--- src/rtl/spi_pkg.sv ---
package spi_pkg;
  // strobes from the control sequencer to the shift datapath
  typedef struct packed {
    logic active;  // a byte is in flight
    logic load;    // copy data word into shifter
    logic sample;  // rising SCK: capture input bit
    logic shift;   // falling SCK: advance shifter
    logic finish;  // last edge: deposit received byte
  } engStrobe_t;
endpackage

--- src/rtl/spi_ctrl.sv ---
module spi_ctrl #(
  parameter int BYTE_W = 8,
  parameter int DIV_W  = 5,
  parameter int NUM_CS = 3
) (
  input  logic                  clk,
  input  logic                  rst_n,
  input  logic                  wrCtrl,
  input  logic [31:0]           wdata,
  output spi_pkg::engStrobe_t   strb,
  output logic                  sck,
  output logic [NUM_CS-1:0]     csReg,
  output logic                  loopReg,
  output logic [DIV_W-1:0]      divReg,
  output logic                  busy
);
  localparam int EDGES    = 2 * BYTE_W;
  localparam int EW       = $clog2(EDGES);
  localparam int LOOP_BIT = 3;
  localparam int START_BIT = 1;
  localparam logic [EW-1:0] LAST_EDGE = EW'(EDGES - 1);

  logic [DIV_W-1:0]  halfCnt;
  logic [EW-1:0]     edgeCnt;
  logic [NUM_CS-1:0] newCs, pendCs, pendCsNx;
  logic              newLoop, pendLoop, pendLoopNx;
  logic [DIV_W-1:0]  newDiv, pendDiv, pendDivNx;
  logic              pendValid, pendValidNx;
  logic              startReq, tick, lastEdge;

  // field extraction from a control write
  for (genvar i = 0; i < NUM_CS; i++) begin : g_csField
    assign newCs[i] = wdata[2*i];
  end
  assign newLoop  = wdata[LOOP_BIT];
  assign newDiv   = wdata[31 -: DIV_W];
  assign startReq = wdata[START_BIT];

  assign tick     = busy && (halfCnt == divReg);
  assign lastEdge = (edgeCnt == LAST_EDGE);

  // the last write seen while busy wins
  always_comb begin
    pendValidNx = pendValid;
    pendCsNx    = pendCs;
    pendLoopNx  = pendLoop;
    pendDivNx   = pendDiv;
    if (busy && wrCtrl) begin
      pendValidNx = 1'b1;
      pendCsNx    = newCs;
      pendLoopNx  = newLoop;
      pendDivNx   = newDiv;
    end
  end

  always_ff @(posedge clk or negedge rst_n) begin
    if (!rst_n) begin
      csReg     <= '1;
      loopReg   <= 1'b0;
      divReg    <= '0;
      busy      <= 1'b0;
      sck       <= 1'b0;
      halfCnt   <= '0;
      edgeCnt   <= '0;
      pendValid <= 1'b0;
      pendCs    <= '1;
      pendLoop  <= 1'b0;
      pendDiv   <= '0;
    end else if (!busy) begin
      if (wrCtrl) begin
        csReg   <= newCs;
        loopReg <= newLoop;
        divReg  <= newDiv;
        if (startReq) begin
          busy    <= 1'b1;
          halfCnt <= '0;
          edgeCnt <= '0;
          sck     <= 1'b0;
        end
      end
    end else begin
      pendValid <= pendValidNx;
      pendCs    <= pendCsNx;
      pendLoop  <= pendLoopNx;
      pendDiv   <= pendDivNx;
      if (tick) begin
        halfCnt <= '0;
        sck     <= ~sck;
        edgeCnt <= edgeCnt + 1'b1;
        if (lastEdge) begin
          busy      <= 1'b0;
          sck       <= 1'b0;
          pendValid <= 1'b0;
          if (pendValidNx) begin
            csReg   <= pendCsNx;
            loopReg <= pendLoopNx;
            divReg  <= pendDivNx;
          end
        end
      end else begin
        halfCnt <= halfCnt + 1'b1;
      end
    end
  end

  always_comb begin
    strb.active = busy;
    strb.load   = !busy && wrCtrl && startReq;
    strb.sample = tick && !edgeCnt[0];
    strb.shift  = tick && edgeCnt[0];
    strb.finish = tick && lastEdge;
  end


  sck_idle_low_chk: assert property (@(posedge clk) disable iff (!rst_n)
    !busy |-> !sck);

  half_bound_chk: assert property (@(posedge clk) disable iff (!rst_n)
    busy |-> halfCnt <= divReg);

  cs_hold_chk: assert property (@(posedge clk) disable iff (!rst_n)
    (busy && $past(busy)) |-> $stable(csReg));

  no_restart_chk: assert property (@(posedge clk) disable iff (!rst_n)
    (busy && $past(busy)) |-> edgeCnt >= $past(edgeCnt));
endmodule

--- src/rtl/spi_datapath.sv ---
module spi_datapath #(
  parameter int BYTE_W = 8
) (
  input  logic                clk,
  input  logic                rst_n,
  input  spi_pkg::engStrobe_t strb,
  input  logic                loopEn,
  input  logic                wrData,
  input  logic [BYTE_W-1:0]   wbyte,
  input  logic                miso,
  output logic                mosi,
  output logic [BYTE_W-1:0]   dataReg
);
  logic [BYTE_W-1:0] shiftReg;
  logic              rxBit;

  always_ff @(posedge clk or negedge rst_n) begin
    if (!rst_n) begin
      dataReg  <= '0;
      shiftReg <= '0;
      rxBit    <= 1'b0;
    end else begin
      if (!strb.active && wrData)
        dataReg <= wbyte;
      if (strb.load)
        shiftReg <= dataReg;
      if (strb.sample)
        rxBit <= loopEn ? shiftReg[BYTE_W-1] : miso;
      if (strb.shift)
        shiftReg <= {shiftReg[BYTE_W-2:0], rxBit};
      if (strb.finish)
        dataReg <= {shiftReg[BYTE_W-2:0], rxBit};
    end
  end

  assign mosi = strb.active & shiftReg[BYTE_W-1];


  data_hold_chk: assert property (@(posedge clk) disable iff (!rst_n)
    (strb.active && !strb.finish) |=> $stable(dataReg));

  mosi_idle_chk: assert property (@(posedge clk) disable iff (!rst_n)
    !strb.active |-> !mosi);
endmodule

--- src/rtl/spi_master_top.sv ---
module spi_master_top #(
  parameter int ADDR_W = 4,
  parameter int BYTE_W = 8,
  parameter int DIV_W  = 5,
  parameter int NUM_CS = 3
) (
  input  logic              clk,
  input  logic              rst_n,
  input  logic              busWrEn,
  input  logic [ADDR_W-1:0] busAddr,
  input  logic [31:0]       busWrData,
  output logic [31:0]       busRdData,
  output logic              sck,
  output logic              mosi,
  input  logic              miso,
  output logic [NUM_CS-1:0] csOut
);
  localparam logic [ADDR_W-1:0] CTRL_OFS = ADDR_W'(0);
  localparam logic [ADDR_W-1:0] DATA_OFS = ADDR_W'(4);

  spi_pkg::engStrobe_t strb;
  logic              selCtrl, selData, busy, loopReg;
  logic [DIV_W-1:0]  divReg;
  logic [BYTE_W-1:0] dataReg;
  logic [31:0]       ctrlWord;

  assign selCtrl = (busAddr == CTRL_OFS);
  assign selData = (busAddr == DATA_OFS);

  spi_ctrl #(.BYTE_W(BYTE_W), .DIV_W(DIV_W), .NUM_CS(NUM_CS)) u_ctrl (
    .clk(clk), .rst_n(rst_n), .wrCtrl(busWrEn && selCtrl), .wdata(busWrData),
    .strb(strb), .sck(sck), .csReg(csOut), .loopReg(loopReg),
    .divReg(divReg), .busy(busy));

  spi_datapath #(.BYTE_W(BYTE_W)) u_dp (
    .clk(clk), .rst_n(rst_n), .strb(strb), .loopEn(loopReg),
    .wrData(busWrEn && selData), .wbyte(busWrData[BYTE_W-1:0]),
    .miso(miso), .mosi(mosi), .dataReg(dataReg));

  always_comb begin
    ctrlWord = '0;
    for (int i = 0; i < NUM_CS; i++) ctrlWord[2*i] = csOut[i];
    ctrlWord[1] = busy;
    ctrlWord[3] = loopReg;
    ctrlWord[31 -: DIV_W] = divReg;
  end

  always_comb begin
    if (selCtrl)      busRdData = ctrlWord;
    else if (selData) busRdData = 32'(dataReg);
    else              busRdData = '0;
  end
endmodule

--- config.mk ---
export PLATFORM = sky130hd
export DESIGN_NAME = spi_master_top
export DESIGN_NICKNAME = d
export VERILOG_FILES = /design/src/rtl/spi_pkg.sv /design/src/rtl/spi_ctrl.sv /design/src/rtl/spi_datapath.sv /design/src/rtl/spi_master_top.sv
export SDC_FILE = /design/constraint.sdc
export NUM_CORES = 1
export LEC_CHECK = 0
export BUFFER_PORTS_ARGS = -buffer_cell sky130_fd_sc_hd__buf_4
export CAP_MARGIN = 40
export CORE_MARGIN = 8
export CORE_UTILIZATION = 55
export CTS_CLUSTER_SIZE = 24
export DETAILED_ROUTE_END_ITERATION = 6
export GPL_TIMING_DRIVEN = 0
export PLACE_DENSITY = 0.84
export SYNTH_ARGS = -nofsm -noshare
export SYNTH_HDL_FRONTEND = slang
export SYNTH_SLANG_ARGS = --single-unit
export TNS_END_PERCENT = 50
--- constraint.sdc ---
create_clock -name clk -period 3.6 [get_ports clk]
set_input_delay 0.18 -clock clk [delete_from_list [all_inputs] [get_ports clk]]
set_output_delay 0.18 -clock clk [all_outputs]
set_load 0.03 [all_outputs]
==> summary.md, run 1 <==
| Metric | Value |
|---|---|
| Layout Cells excl Fill | `355` |
| Antenna Cells | `0` |
| Synthesis-to-finish area growth | `21.3%` |
| Root Buffer | `clkbuf_8` |
| Number of vias per cell | `5.69` |
| CTS Buffer Depth | `2` |
| Cell area power density | `697 nW/um^2` |
| CTS H-tree depth | `2` |
| Dpl cells | `346` |
| Fmax | `447 MHz` |
| Most frequent CP cell | `clkbuf_1` |
| CP max stage cell | `clkbuf_1` |
| Max_cap viols | `0` |
| Clk pin slew, worst setup/hold paths | `0.09 ns` |
| Final Hold Fails | `0` |
| Crit-path cells | `clkbuf_1 -> clkbuf_1 -> clkbuf_1 -> a22o_1 -> buf_4` |
| Port Buf Inserts | `38` |
| Sw Share | `36.7%` |
| WHS | `0.117 ns` |
| Peak VDD IR | `0.000441 V` |
| Chip height | `84.4 um` |
| Leakage dissipation | `0.00154 uW` |
| Async S/R FF share, synth | `100%` |
| Initial DRC count | `125` |
| Total clock sinks | `47` |
| Final setup vio count | `0` |
| DR DRC count | `0` |
| Chip Width | `84.4 um` |
| CTS Hold Bufs | `1` |
| Slew headroom | `43.3%` |
| Clock Skew | `0.00675 ns` |
| Crit path max-delay family | `buffers and inverters` |
| Routed wire length | `5900 um` |
| Final Critical Period | `2.24 ns` |
| Gr ovfl total | `0` |
| Total CTS buffers | `5` |
| Part of the Yosys area used for sequential elements | `46.0%` |
| Share of layout cells above drive strength 1 | `36.2%` |
| Unrepaired setup endpoints after global routing | `no` |
| Yosys reg bits | `47` |
| CP max stage delay | `0.40 ns` |
| Worst-Skew Late Latency | `0.30 ns` |
| Largest net degree at the start of global routing | `48` |
| Nets | `342` |
| Tcrit/Tclk final | `62.2%` |
| CP Data Required Time | `3.42 ns` |
| Router iterations before antenna repair | `4` |
| Distinct cells, synth | `42` |
| WL/cell | `16.6 um` |
| Seq pwr share | `42.6%` |
| CP Launch Type | `register` |
| Die area | `7120 sq um` |
| Post-Syn Area | `2570 sq um` |
| Status | `completed` |
| Starting Density | `55.6%` |
| Vias in the first global route | `1950` |
| Critical path type | `register to output pin` |
| Slew Limit Fails | `0` |
| Post-CTS sizing | `0` |
| WP data arrival | `2.06 ns` |
| Vias | `2020` |
| CORE AREA | `4630 sq um` |
| Synthesized instance count | `236` |
| Endpoint type of the worst setup path | `output pin` |
| RePlAce Congestion | `0.840` |
| First-pass GRT wire length | `9890 um` |
| Antenna-violating nets left | `0` |
| Tot GR Track Use | `17.3%` |
| Post-synth EDFFs | `0` |
| Avg Synthesized Cell Area | `10.9 sq um` |
| CTS tree | `yes` |
| Clock power share | `18.8%` |
| Worst-margin pin slew | `0.849 ns` |
| Initial antenna violation count | `0` |
| Ys flop type | `dfrtp_1` |
| P_sw | `799 uW` |
| Site row count | `25` |
| Pint | `1380 uW` |
| Setup Buffers After CTS | `0` |
| Setup tns final | `0 ns` |
| Critical-path maximum fanout | `10` |
| Comb pwr share | `38.6%` |
| Dpl hpwl | `4340 um` |
| Worst hold path class | `primary input to register` |
| Buf+Inv Stages, Crit Path | `4` |
| Yosys warning count | `0` |
| I/O Pins | `77` |
[cells in the mapped netlist, types with 2 or more instances]
cell type	n	area share (%)
dfrtp_1	41	40
xnor2_1	3	1.0
o21ai_0	12	2.3
inv_1	5	0.73
a22o_1	14	4.8
nor2_1	8	1.2
xor2_1	2	0.68
a22oi_1	9	2.6
a21o_1	8	2.3
dfstp_2	6	6.1
and2_1	10	2.4
nand2b_1	3	0.73
mux2_4	9	5.3
o22ai_1	2	0.49
nand2_1	14	2.0
mux2_2	18	7.9
clkbuf_1	7	1.0
a21oi_1	6	1.2
nand3_1	6	1.2
ha_1	2	0.97
buf_4	19	5.5
a31oi_1	8	1.9
or2_2	2	0.49
o31ai_1	2	0.58
buf_2	3	0.58
[stage by stage]
| stage | instance area [sq um] | worst slack, ns | power [uW] | util, % |
|---|---|---|---|---|
| 6_report | 3120 | 1.36 | 2180 | 67.4 |
| 5_1_grt | 3120 | 1.24 | 2310 | 67.4 |
| 4_1_cts | 3120 | 1.37 | 2180 | 67.4 |
| 3_5_place_dp | 2990 | 1.44 | 1770 | 64.7 |
| 3_3_place_gp | 2990 | 1.50 | 1730 | 64.7 |
| 2_1_floorplan | 2640 | 1.70 | 1540 | - |
[state kept, by name (all words and copies together) (netlist names)]
register	flops
u_ctrl.pendValid	1
u_ctrl.edgeCnt	4
u_ctrl.pendDiv	5
u_ctrl.divReg	5
u_dp.dataReg	8
u_dp.shiftReg	8
u_ctrl.loopReg	1
u_ctrl.csReg	3
u_ctrl.halfCnt	5
u_ctrl.pendLoop	1
u_ctrl.sck	1
u_ctrl.busy	1
u_ctrl.pendCs	3
u_dp.rxBit	1
[power by group through the flow]
stage / Combinational [uW] / Sequential, uW / Clock, uW
final: 841 / 927 / 408
after global routing: 923 / 962 / 429
after CTS: 846 / 924 / 410
after detailed placement: 841 / 933 / 0
after global placement: 812 / 920 / 0
after floorplan: 623 / 913 / 0
[final timing paths]
check / start / end / slack (ns) / cells past startpoint
worst max register to register: u_ctrl.halfCnt[2]$_DFFE_PN0P_ / u_dp.shiftReg[2]$_DFFE_PN0P_ / 1.42 / 5
worst min register to register: u_dp.dataReg[5]$_DFFE_PN0P_ / u_dp.dataReg[5]$_DFFE_PN0P_ / 0.51 / 1
worst min-delay path: busWrData[28] / u_ctrl.pendDiv[1]$_DFFE_PN0P_ / 0.12 / 2
worst max-delay path: u_ctrl.busy$_DFF_PN0_ / busRdData[1] / 1.36 / 5
min in group asynchronous: rst_n / u_ctrl.edgeCnt[3]$_DFFE_PN0P_ / 0.43 / 2
max in group asynchronous: rst_n / u_ctrl.divReg[3]$_DFFE_PN0P_ / 2.78 / 2
[kinds of logic after synthesis]
group	count (synthesis)	synth area share [%]
compound gates	65	17.6
xor+xnor	5	1.70
fa+ha+maj	2	0.972
buf+inv	35	8.31
flops	47	46.0
mux	28	13.5
other cells	1	0.146
simple gates	53	11.8
[final cells by class]
class                   count  area [sq um]
plain buffers              30           195
well taps                  54          67.6
inverters                   5          18.8
fillers                   372          1510
clock buffers               6          82.6
flip-flops and latches     47          1180
multi-input cells         172          1240
repair buffers             39           295
clock inverters             2          35.0
[layer usage]
metal	track usage, %	wire length (um)
met4	4.37	61
met2	30.4	3170
met1	20.2	2280
met3	4.68	382
met5	0	0
[cells in the final DEF, fill, tap and decap left out, types with 2 or more instances in the layout]
master | netlist | layout
buf_4 | 19 | 57
dfrtp_1 | 41 | 41
conb_1 | 1 | 19
mux2_2 | 18 | 18
a22o_1 | 14 | 14
nand2_1 | 14 | 14
o21ai_0 | 12 | 12
and2_1 | 10 | 10
mux2_4 | 9 | 9
a22oi_1 | 9 | 9
a31oi_1 | 8 | 8
nor2_1 | 8 | 8
a21o_1 | 8 | 8
clkbuf_1 | 7 | 7
nand3_1 | 6 | 6
a21oi_1 | 6 | 6
clkbuf_8 | 0 | 6
dfstp_2 | 6 | 6
inv_1 | 5 | 5
xnor2_1 | 3 | 3
buf_2 | 3 | 3
nand2b_1 | 3 | 3
xor2_1 | 2 | 2
or2_2 | 2 | 2
o22ai_1 | 2 | 2
o31ai_1 | 2 | 2
ha_1 | 2 | 2
[worst register-to-register path, stage by stage (launching register included)]
cell	delay [ns]
dfrtp_1	0.45
xor2_1	0.18
or2_2	0.32
nor3_2	0.53
clkbuf_1	0.39
o21ai_0	0.18
Note: power is estimated with default switching activity, not from simulation.
==> inputs of run 2 (changes only) <==
--- a/config.mk
+++ b/config.mk
@@ -5,14 +5,15 @@
 export SDC_FILE = /design/constraint.sdc
 export NUM_CORES = 1
 export LEC_CHECK = 0
+export ABC_AREA = 1
 export BUFFER_PORTS_ARGS = -buffer_cell sky130_fd_sc_hd__buf_4
 export CAP_MARGIN = 40
 export CORE_MARGIN = 8
-export CORE_UTILIZATION = 55
+export CORE_UTILIZATION = 48
 export CTS_CLUSTER_SIZE = 24
 export DETAILED_ROUTE_END_ITERATION = 6
 export GPL_TIMING_DRIVEN = 0
-export PLACE_DENSITY = 0.84
+export PLACE_DENSITY = 0.77
 export SYNTH_ARGS = -nofsm -noshare
 export SYNTH_HDL_FRONTEND = slang
 export SYNTH_SLANG_ARGS = --single-unit
==> constraint.sdc (replaced) <==
create_clock -name clk -period 1.95 [get_ports clk]
set_input_delay 0.0975 -clock clk [delete_from_list [all_inputs] [get_ports clk]]
set_output_delay 0.0975 -clock clk [all_outputs]
set_load 0.03 [all_outputs]
==> run 2 against run 1 <==
Effect of this change:
- sequential power is 69% higher
- flip-flop and latch count did not move
- sequential share of layout area fell by 3.0 points
- via count up 26%
- combinational power rose by 47%
- critical path depth is 1 lower
- final cell count increased by 45%
- setup slack got worse by 1.3 ns
- routed wire length is 21% higher
- die area up 20%
- critical endpoint unchanged
- highest routed layer unchanged
==> summary.md, run 2 <==
| Metric | Value |
|---|---|
| I/O Pins | `77` |
| Vias | `2541` |
| Root Buffer | `clkbuf_8` |
| Worst-Skew Late Latency | `0.30 ns` |
| Critical path type | `register to output pin` |
| Worst-margin pin slew | `0.600 ns` |
| RR Endpoint | `u_ctrl.divReg[0]$_DFFE_PN0P_` |
| Synth cell count leaders | `nand2_1 (132), nand3_1 (62), dfrtp_1 (41), inv_1 (39), buf_4 (20)` |
| CTS tree | `yes` |
| Leakage dissipation | `0.00183 uW` |
| Share of Yosys cell area claimed by the top area cell type | `36.6%` |
| CP Launch Type | `register` |
| Fmax | `538 MHz` |
| Port Buf Inserts | `38` |
| Final Critical Period | `1.86 ns` |
| Top-count cell post-synth | `nand2_1` |
| First-pass GRT wire length | `11800 um` |
| WP data arrival | `1.76 ns` |
| Clk pin slew, worst setup/hold paths | `0.09 ns` |
| CP Data Required Time | `1.85 ns` |
| Part of the Yosys area used for sequential elements | `42.2%` |
| Async S/R FF share, synth | `100%` |
| Post-Syn Area | `2810 sq um` |
| Status | `completed` |
| Number of vias per cell | `4.92` |
| Setup Buffers After CTS | `0` |
| Tot GR Track Use | `17.2%` |
| Avg Synthesized Cell Area | `7.46 sq um` |
| Commonest non-fill, non-tap cell in the layout | `nand2_1` |
| DR DRC count | `0` |
| RePlAce Congestion | `0.871` |
| Flop2flop setup slack | `0.29 ns` |
| Cell area power density | `1080 nW/um^2` |
| Unrepaired setup endpoints after global routing | `no` |
| Slew headroom | `60.0%` |
| Hold Path Sink | `u_dp.dataReg[5]$_DFFE_PN0P_` |
| CTS Buffer Depth | `2` |
| Die area | `8550 sq um` |
| Vias in the first global route | `2488` |
| Total clock sinks | `47` |
| Endpoint type of the worst setup path | `output pin` |
| Router iterations before antenna repair | `4` |
| Nets | `482` |
| Worst hold path class | `primary input to register` |
| Top Registers | `u_dp.dataReg x8, u_dp.shiftReg x8` |
| CORE AREA | `5780 sq um` |
| Setup tns final | `0 ns` |
| R2R depth | `9` |
| Max_cap viols | `0` |
| Synthesized instance count | `376` |
| Routed wire length | `7130 um` |
| Initial DRC count | `121` |
| Synthesis-to-finish area growth | `21.0%` |
| RR Startpoint | `u_ctrl.edgeCnt[0]$_DFFE_PN0P_` |
| Yosys top cell by area | `dfrtp_1` |
| Dpl cells | `507` |
| Gr ovfl total | `0` |
| Largest net degree at the start of global routing | `48` |
| Hold path cells | `3` |
| Yosys reg bits | `47` |
| WHS | `0.0123 ns` |
| Antenna Cells | `0` |
| Share of layout cells above drive strength 1 | `22.0%` |
| Slew Limit Fails | `0` |
| Hold path startpoint | `busWrData[5]` |
| Synth area leaders | `dfrtp_1 (37%), nand2_1 (18%), nand3_1 (11%), dfstp_2 (5.6%), buf_4 (5.4%)` |
| Post-synth EDFFs | `0` |
| Final Hold Fails | `0` |
| Chip height | `92.4 um` |
| Clock Skew | `0.00169 ns` |
| Tcrit/Tclk final | `95.3%` |
| WL/cell | `13.8 um` |
| Site row count | `28` |
| Ys flop type | `dfrtp_1` |
| Layout Cells excl Fill | `516` |
| Peak VDD IR | `0.000569 V` |
| Most frequent cells in the layout | `nand2_1 (132), nand3_1 (62), buf_4 (58)` |
| Initial antenna violation count | `0` |
| Final setup vio count | `0` |
| Chip Width | `92.4 um` |
| Dpl hpwl | `5330 um` |
| Critical-path maximum fanout | `10` |
| Total CTS buffers | `5` |
| Starting Density | `48.5%` |
| CTS H-tree depth | `2` |
| Antenna-violating nets left | `0` |
| Yosys warning count | `0` |
| Distinct cells, synth | `30` |
## run 2: cell count changes after synthesis, moves of 7 or more
cell / change
nand2_1: +118
mux2_4: -9
nor2_1: +11
inv_1: +34
o21ai_0: -7
nand3_1: +56
a22o_1: -14
a22oi_1: -9
mux2_2: -17
a31oi_1: -8
a21o_1: -8
## run 2: repair_timing
action / 4_1_cts / 5_1_grt
endpoints found under the hold margin: 41 / 0
hold buffers: 1 / 0
gates resized for setup: 0 / 0
setup endpoints to repair: 0 / 0
## run 2: cell families (layout without fill, tap and decap cells)
family / count (synthesis) / in the layout / synth area share, %
AO/OA/AOI/OAI: 15 / 15 / 3.88
other: 1 / 19 / 0.134
XOR/XNOR: 3 / 3 / 0.937
adder cells (fa/ha/maj): 2 / 2 / 0.892
AND/OR/NAND/NOR: 238 / 238 / 39.3
multiplexers: 1 / 1 / 0.401
buffers and inverters: 69 / 116 / 12.3
flip-flops: 47 / 47 / 42.2
## run 2: routing by layer
| layer | part of all wire (%) | GRT usage, % | up-vias | routed length (um) |
|---|---|---|---|---|
| li1 | - | - | 1281 | - |
| met1 | 44 | 21.1 | 1188 | 3170 |
| met2 | 49 | 29.4 | 66 | 3500 |
| met3 | 5.4 | 4.13 | 6 | 387 |
| met4 | 1.1 | 4.83 | 0 | 76 |
| met5 | 0 | 0 | - | 0 |
## run 2: worst max path at each step
| stage | from | depth (start not counted) | endpoint | slack, ns |
|---|---|---|---|---|
| floorplan | u_ctrl.busy$_DFF_PN0_ | 3 | busRdData[1] | 0.44 |
| global placement | u_ctrl.edgeCnt[0]$_DFFE_PN0P_ | 9 | u_ctrl.divReg[4]$_DFFE_PN0P_ | 0.36 |
| detailed placement | u_ctrl.edgeCnt[0]$_DFFE_PN0P_ | 9 | u_ctrl.divReg[2]$_DFFE_PN0P_ | 0.32 |
| CTS | u_ctrl.busy$_DFF_PN0_ | 4 | busRdData[1] | 0.1 |
| global route | u_ctrl.busy$_DFF_PN0_ | 4 | busRdData[1] | 0.04 |
| finish | u_ctrl.busy$_DFF_PN0_ | 4 | busRdData[1] | 0.09 |
## run 2: stage by stage
step / setup WS (ns) / power (uW) / instance area (sq um) / utilization, %
floorplan: 0.444 / 2420 / 2870 / -
global placement: 0.356 / 2790 / 3250 / 56.3
detailed placement: 0.322 / 2820 / 3250 / 56.3
CTS: 0.0991 / 3670 / 3390 / 58.7
global route: 0.0371 / 3900 / 3390 / 58.7
finish: 0.0912 / 3660 / 3390 / 58.7
## run 2: final cells by class
cell class | count | area, sq um
fillers | 570 | 2390
multi-input cells | 278 | 1350
flip-flops and latches | 47 | 1180
repair buffers | 39 | 295
plain buffers | 24 | 175
inverters | 45 | 169
well taps | 75 | 93.8
clock buffers | 6 | 72.6
clock inverters | 2 | 60.1
## run 2: power breakdown
part / internal [uW] / switching (uW)
registers: 1280 / 287
logic: 462 / 779
clock network: 513 / 339
total: 2260 / 1400
## run 2: worst max-delay path, stage by stage, from the launching register on
cell	delay, ns
dfrtp_1	0.45
inv_2	0.17
clkbuf_1	0.42
o21ai_0	0.21
buf_4	0.21
